<file path="src/rtl/qpp_pkg.sv">
package qpp_pkg;
    localparam int QPP_AW = 13;

    typedef enum logic {
        PH_IDLE = 1'b0,
        PH_RUN  = 1'b1
    } qpp_phase_e;
endpackage

</file>
<file path="src/rtl/qpp_mod_add.sv">
// (a + b) mod m for operands already below m: one add, one conditional subtract.
module qpp_mod_add #(
    parameter int AW = qpp_pkg::QPP_AW
) (
    input  logic [AW-1:0] a,
    input  logic [AW-1:0] b,
    input  logic [AW-1:0] m,
    output logic [AW-1:0] r
);
    logic [AW:0] sum_w;
    logic        wrap_w;

    always_comb begin
        sum_w  = {1'b0, a} + {1'b0, b};
        wrap_w = (sum_w >= {1'b0, m});
        // truncated arithmetic is exact because the true result is below m
        r      = wrap_w ? (a + b - m) : (a + b);
    end
endmodule

</file>
<file path="src/rtl/qpp_end_det.sv">
// Flags the final index of a block.
module qpp_end_det #(
    parameter int AW = qpp_pkg::QPP_AW
) (
    input  logic          run,
    input  logic [AW-1:0] idx,
    input  logic [AW-1:0] len,
    output logic          at_end
);
    always_comb begin
        at_end = run && (idx == (len - 1'b1));
    end
endmodule

</file>
<file path="src/rtl/qpp_addr_gen.sv">
module qpp_addr_gen #(
    parameter int AW = qpp_pkg::QPP_AW
) (
    input  logic          clk,
    input  logic          rst_n,
    input  logic          start_i,
    input  logic [AW-1:0] len_i,
    input  logic [AW-1:0] coef1_i,
    input  logic [AW-1:0] coef2_i,
    output logic          valid_o,
    output logic          last_o,
    output logic [AW-1:0] addr_o
);
    import qpp_pkg::*;

    localparam logic [AW-1:0] ZERO = '0;
    localparam logic [AW-1:0] ONE  = AW'(1);

    typedef struct packed {
        qpp_phase_e    ph;
        logic [AW-1:0] idx;   // current index i
        logic [AW-1:0] pi;    // address for index i
        logic [AW-1:0] g;     // increment from i to i+1
        logic [AW-1:0] step;  // 2*f2 mod K
        logic [AW-1:0] k;     // sampled block length
    } gen_state_t;

    gen_state_t st_d, st_q;

    logic          at_end_w;
    logic          accept_w;
    logic [AW-1:0] g0_w, step0_w, pi_nx_w, g_nx_w;

    // seeds from the sampled inputs
    qpp_mod_add #(.AW(AW)) u_seed_g (
        .a(coef1_i), .b(coef2_i), .m(len_i), .r(g0_w)
    );
    qpp_mod_add #(.AW(AW)) u_seed_step (
        .a(coef2_i), .b(coef2_i), .m(len_i), .r(step0_w)
    );

    // running recursion
    qpp_mod_add #(.AW(AW)) u_next_pi (
        .a(st_q.pi), .b(st_q.g), .m(st_q.k), .r(pi_nx_w)
    );
    qpp_mod_add #(.AW(AW)) u_next_g (
        .a(st_q.g), .b(st_q.step), .m(st_q.k), .r(g_nx_w)
    );

    qpp_end_det #(.AW(AW)) u_end (
        .run   (st_q.ph == PH_RUN),
        .idx   (st_q.idx),
        .len   (st_q.k),
        .at_end(at_end_w)
    );

    always_comb begin
        st_d     = st_q;
        accept_w = start_i && ((st_q.ph == PH_IDLE) || at_end_w);
        if (accept_w) begin
            st_d.ph   = PH_RUN;
            st_d.idx  = ZERO;
            st_d.pi   = ZERO;
            st_d.g    = g0_w;
            st_d.step = step0_w;
            st_d.k    = len_i;
        end else if (st_q.ph == PH_RUN) begin
            if (at_end_w) begin
                st_d.ph = PH_IDLE;
            end else begin
                st_d.idx = st_q.idx + ONE;
                st_d.pi  = pi_nx_w;
                st_d.g   = g_nx_w;
            end
        end
    end

    always_ff @(posedge clk) begin
        if (!rst_n) begin
            st_q <= '{ph: PH_IDLE, idx: ZERO, pi: ZERO, g: ZERO, step: ZERO, k: ZERO};
        end else begin
            st_q <= st_d;
        end
    end

    assign valid_o = (st_q.ph == PH_RUN);
    assign last_o  = at_end_w;
    assign addr_o  = st_q.pi;
endmodule

</file>
<file path="config.mk">
export PLATFORM = sky130hd
export DESIGN_NAME = qpp_addr_gen
export DESIGN_NICKNAME = d
export VERILOG_FILES = /design/src/rtl/qpp_pkg.sv /design/src/rtl/qpp_mod_add.sv /design/src/rtl/qpp_end_det.sv /design/src/rtl/qpp_addr_gen.sv
export SDC_FILE = /design/constraint.sdc
export NUM_CORES = 1
export LEC_CHECK = 0
export ABC_AREA = 0
export BUFFER_PORTS_ARGS = -buffer_cell sky130_fd_sc_hd__buf_2
export CORE_ASPECT_RATIO = 0.5
export CORE_MARGIN = 8
export CORE_UTILIZATION = 40
export CTS_CLUSTER_DIAMETER = 30
export DETAILED_ROUTE_END_ITERATION = 10
export PLACE_DENSITY = 0.64
export SLEW_MARGIN = 40
export SYNTH_ARGS = -nofsm -noshare
export SYNTH_HDL_FRONTEND = slang
export SYNTH_SLANG_ARGS = --single-unit
</file>
<file path="constraint.sdc">
create_clock -name clk -period 6.4 [get_ports clk]
set_clock_uncertainty 0.2 [all_clocks]
set_input_delay 0.32 -clock clk [delete_from_list [all_inputs] [get_ports clk]]
set_output_delay 0.32 -clock clk [all_outputs]
set_load 0.005 [all_outputs]
</file>
==> flow_summary.ini <==
[global_routing]
grt_usage = 0.1789
antenna_found_initial = 0
grt_max_degree = 37
grt_overflow_total = 0
grt_pass1_vias = 6517
grt_pass1_wl_um = 34160

[clock_tree]
clk_path_buf_depth = 2
cts_hold_buf = 0
cts_buffers = 9
clock-sinks = 66
postCtsSetupRepairBufs = 0
path_clk_slew_ns = 0.06
root_buffer = clkbuf_16
cts_resized = 0
htreeDepth = 3
cts_tree = yes
clk_latency_ns = 0.34

[setup_path]
cpMaxStageDelayCell = o211a_1
cp_data_arrival_time_ns = 5.14
critPathBufInv = 1
critPathLaunchType = primary input
crit_path_end_kind = flop
cp_slowest_stage_delay_ns = 0.69
crit_family = compound AO/OA/AOI/OAI gates
r2r-start = st_q[27]$_SDFFE_PN0P_
critPathKind = in2reg
path_max_fanout = 18
r2r-end = st_q[37]$_SDFFE_PN0P_
cp_data_required_time_ns = 6.47
r2r_cells = 16
r2r_slack_ns = 1.56
critPathLaunch = coef2_i[0]
path_cells = buf_2 > ha_1 > fa_1 > a211o_1 > a2111oi_0 > o31ai_1 > o31ai_1 > xnor2_1 > ha_1 > nand4_1 > nor4_1 > a2111oi_0 > o211a_1 > mux2i_1 > a211o_1 > a21oi_1

[route]
routed.top_layer = met4
wl_met1_um = 11130
dr_wl_met2_um = 8787
firstDrtPassIters = 5
wl_per_cell_um = 17.72
vias = 6849
viasPerCell = 5.679
met3_length_um = 931
wl_um = 21370
ant_nets = 0
post-route-drc-count = 0
drt_first_iter_violations = 582

[logic_synthesis]
synth_edf_count = 0
synth_flop_cell = dfxtp_1
synth_area_sq_mm = 0.007403
ys_seq_area_frac = 0.1785
synth-async-reset-ratio = 0
ys_ff_latch = 66
syn_inst = 931
yosysWarnings = 0
syn_nets = 1073
yosysUniqueCellTypes = 66
syn_avg_cell_area_sq_um = 7.952

[die]
num_io_pins = 57
coreArea_sq_mm = 0.01826
initial_core_util = 0.4054
fp.dieW_um = 208.4
dieHeight_um = 112.2
rows = 35
die-area_sq_mm = 0.02338

[placed_design]
place_inst = 1190
dp_slack_ns = 1.013
routabilityCongestion = 0.8914
dpl-instance-area_sq_mm = 0.007789
dp_hpwl_um = 17230
port_buffers = 56

[power]
p_leak_nw = 3.556
powerDensity_mw_per_mm2 = 432.6
ir_drop_v = 0.0001993

[sta]
holdWs_ns = 0.02770
tightest_slew_ns = 0.7535
period_minus_slack_ns = 5.071
rsz0062_at_grt = false
slew_headroom = 0.4964
slew_violations = 0
fmax_ghz = 0.1972
setup_slack_ns = 1.329
tns_ns = 0
hold_violations = 0
finalCritPeriodShare = 0.7923
finalSetupViolCount = 0

[finish]
final_cell_area_sq_mm = 0.008102
synthToLayoutAreaGrowth_pct = 9.430
antennaDiodeCount = 0
drive_above_1_share = 0.09627
num-nets-final = 1103
layoutNonFillerInstCount = 1206

[outcome]
status = finished clean

[min_path]
hold_end = st_q[8]$_SDFFE_PN0P_
hold_path.class = in2reg
whs_path_depth = 3
min-delay-start = len_i[8]

[job]
maxCapViolations = 0
-- cells by family (layout without fill, tap and decap cells) --
logic type                 count (synthesis)  in the layout  share of synthesized area
buffers and inverters                     91            126                    0.05729
muxes                                     40             40                    0.05442
AOI/OAI and AO/OA                        271            271                     0.2432
xor gates and xnor gates                  93             93                     0.1100
DFF                                       66             66                     0.1785
and+or+nand+nor                          270            270                     0.1805
adders and majority gates                100            100                     0.1761
-- synth_stat cells, types with 7 or more instances --
cell / count / share of area
or3_1: 8 / 0.0068
a21oi_1: 77 / 0.052
buf_4: 16 / 0.016
and3_1: 8 / 0.0068
nor2_1: 72 / 0.037
o31ai_1: 7 / 0.0071
o21ai_0: 48 / 0.032
inv_1: 50 / 0.025
nand3_1: 23 / 0.016
fa_1: 7 / 0.019
dfxtp_1: 66 / 0.18
a211oi_1: 27 / 0.027
xor2_1: 28 / 0.033
nor3_1: 24 / 0.016
nor4_1: 9 / 0.0076
nand2b_1: 8 / 0.0068
nand2_1: 63 / 0.032
a21o_1: 23 / 0.023
clkbuf_1: 16 / 0.0081
ha_1: 93 / 0.16
mux2i_1: 38 / 0.051
o21a_1: 13 / 0.013
nor2b_1: 12 / 0.010
nand4_1: 17 / 0.014
a211o_1: 10 / 0.012
a31oi_1: 10 / 0.0085
xnor2_1: 65 / 0.077
o21bai_1: 7 / 0.0071
-- tightest hold or removal path, delay by kind of cell --
| kind | cells | cell delay, ns |
|---|---|---|
| AOI/OAI and AO/OA | 1 | 0.05 |
| and+or+nand+nor | 1 | 0.05 |
| buffers and inverters | 1 | 0.10 |
-- area by class of cell --
class	instances	area, sq um
clock inverters	5	60.06
inverters	51	191.4
multi-input cells	774	5673
well taps	240	300.3
flip-flops and latches	66	1321
repair buffers	59	302.8
clock buffers	11	252.7
fillers	1766	10160
-- per-stage QoR --
stage | total power [mW] | utilization
global route | 3.798 | 0.4436
floorplan | 2.444 | -
finish | 3.505 | 0.4436
global placement | 2.912 | 0.4260
CTS | 3.482 | 0.4436
detailed placement | 2.942 | 0.4265
-- cells in the final DEF, fill, tap and decap left out, drive strengths merged, types with 4 or more instances in the layout --
cell type / count
o21a: 13
fa: 7
nor4: 9
nor2b: 12
o31a: 4
nor3: 24
or4: 5
nand3: 23
nand2b: 8
mux2i: 38
nor2: 73
or3: 9
o31ai: 7
or2: 6
a21oi: 77
o21bai: 7
a221oi: 4
a211oi: 28
o21ai: 49
dfxtp: 66
ha: 93
and3: 8
a211o: 10
xnor2: 65
o211a: 5
xor2: 28
clkbuf: 11
o211ai: 5
nand4: 17
buf: 59
a31oi: 11
nand2: 64
a2111oi: 6
a21o: 23
inv: 52
-- report_power, final --
group	switching [mW]	total (mW)	internal, mW
Sequential	0.0889	0.563	0.474
Combinational	1.35	2.42	1.06
Clock	0.199	0.523	0.324
-- state kept, by name, summed over array words and instances (netlist names) --
register and cells:
valid_o 1, addr_o 13, st_q 52
-- metal layers --
layer / track usage / up-vias
li1: - / 3499
met1: 0.2615 / 3186
met2: 0.2686 / 137
met3: 0.01892 / 27
met4: 0.05927 / 0
met5: 0 / -
-- worst max-delay path by stage --
stage / end / slack [ns] / depth (start not counted)
after global routing: st_q[29]$_SDFFE_PN0P_ / 0.73 / 16
final: st_q[29]$_SDFFE_PN0P_ / 1.33 / 16
after floorplan: st_q[31]$_SDFFE_PN0P_ / 1.74 / 18
after detailed placement: st_q[29]$_SDFFE_PN0P_ / 1.01 / 16
after global placement: st_q[28]$_SDFFE_PN0P_ / 1.10 / 17
after CTS: st_q[29]$_SDFFE_PN0P_ / 1.35 / 16
Power figures use the tool's default switching activity.
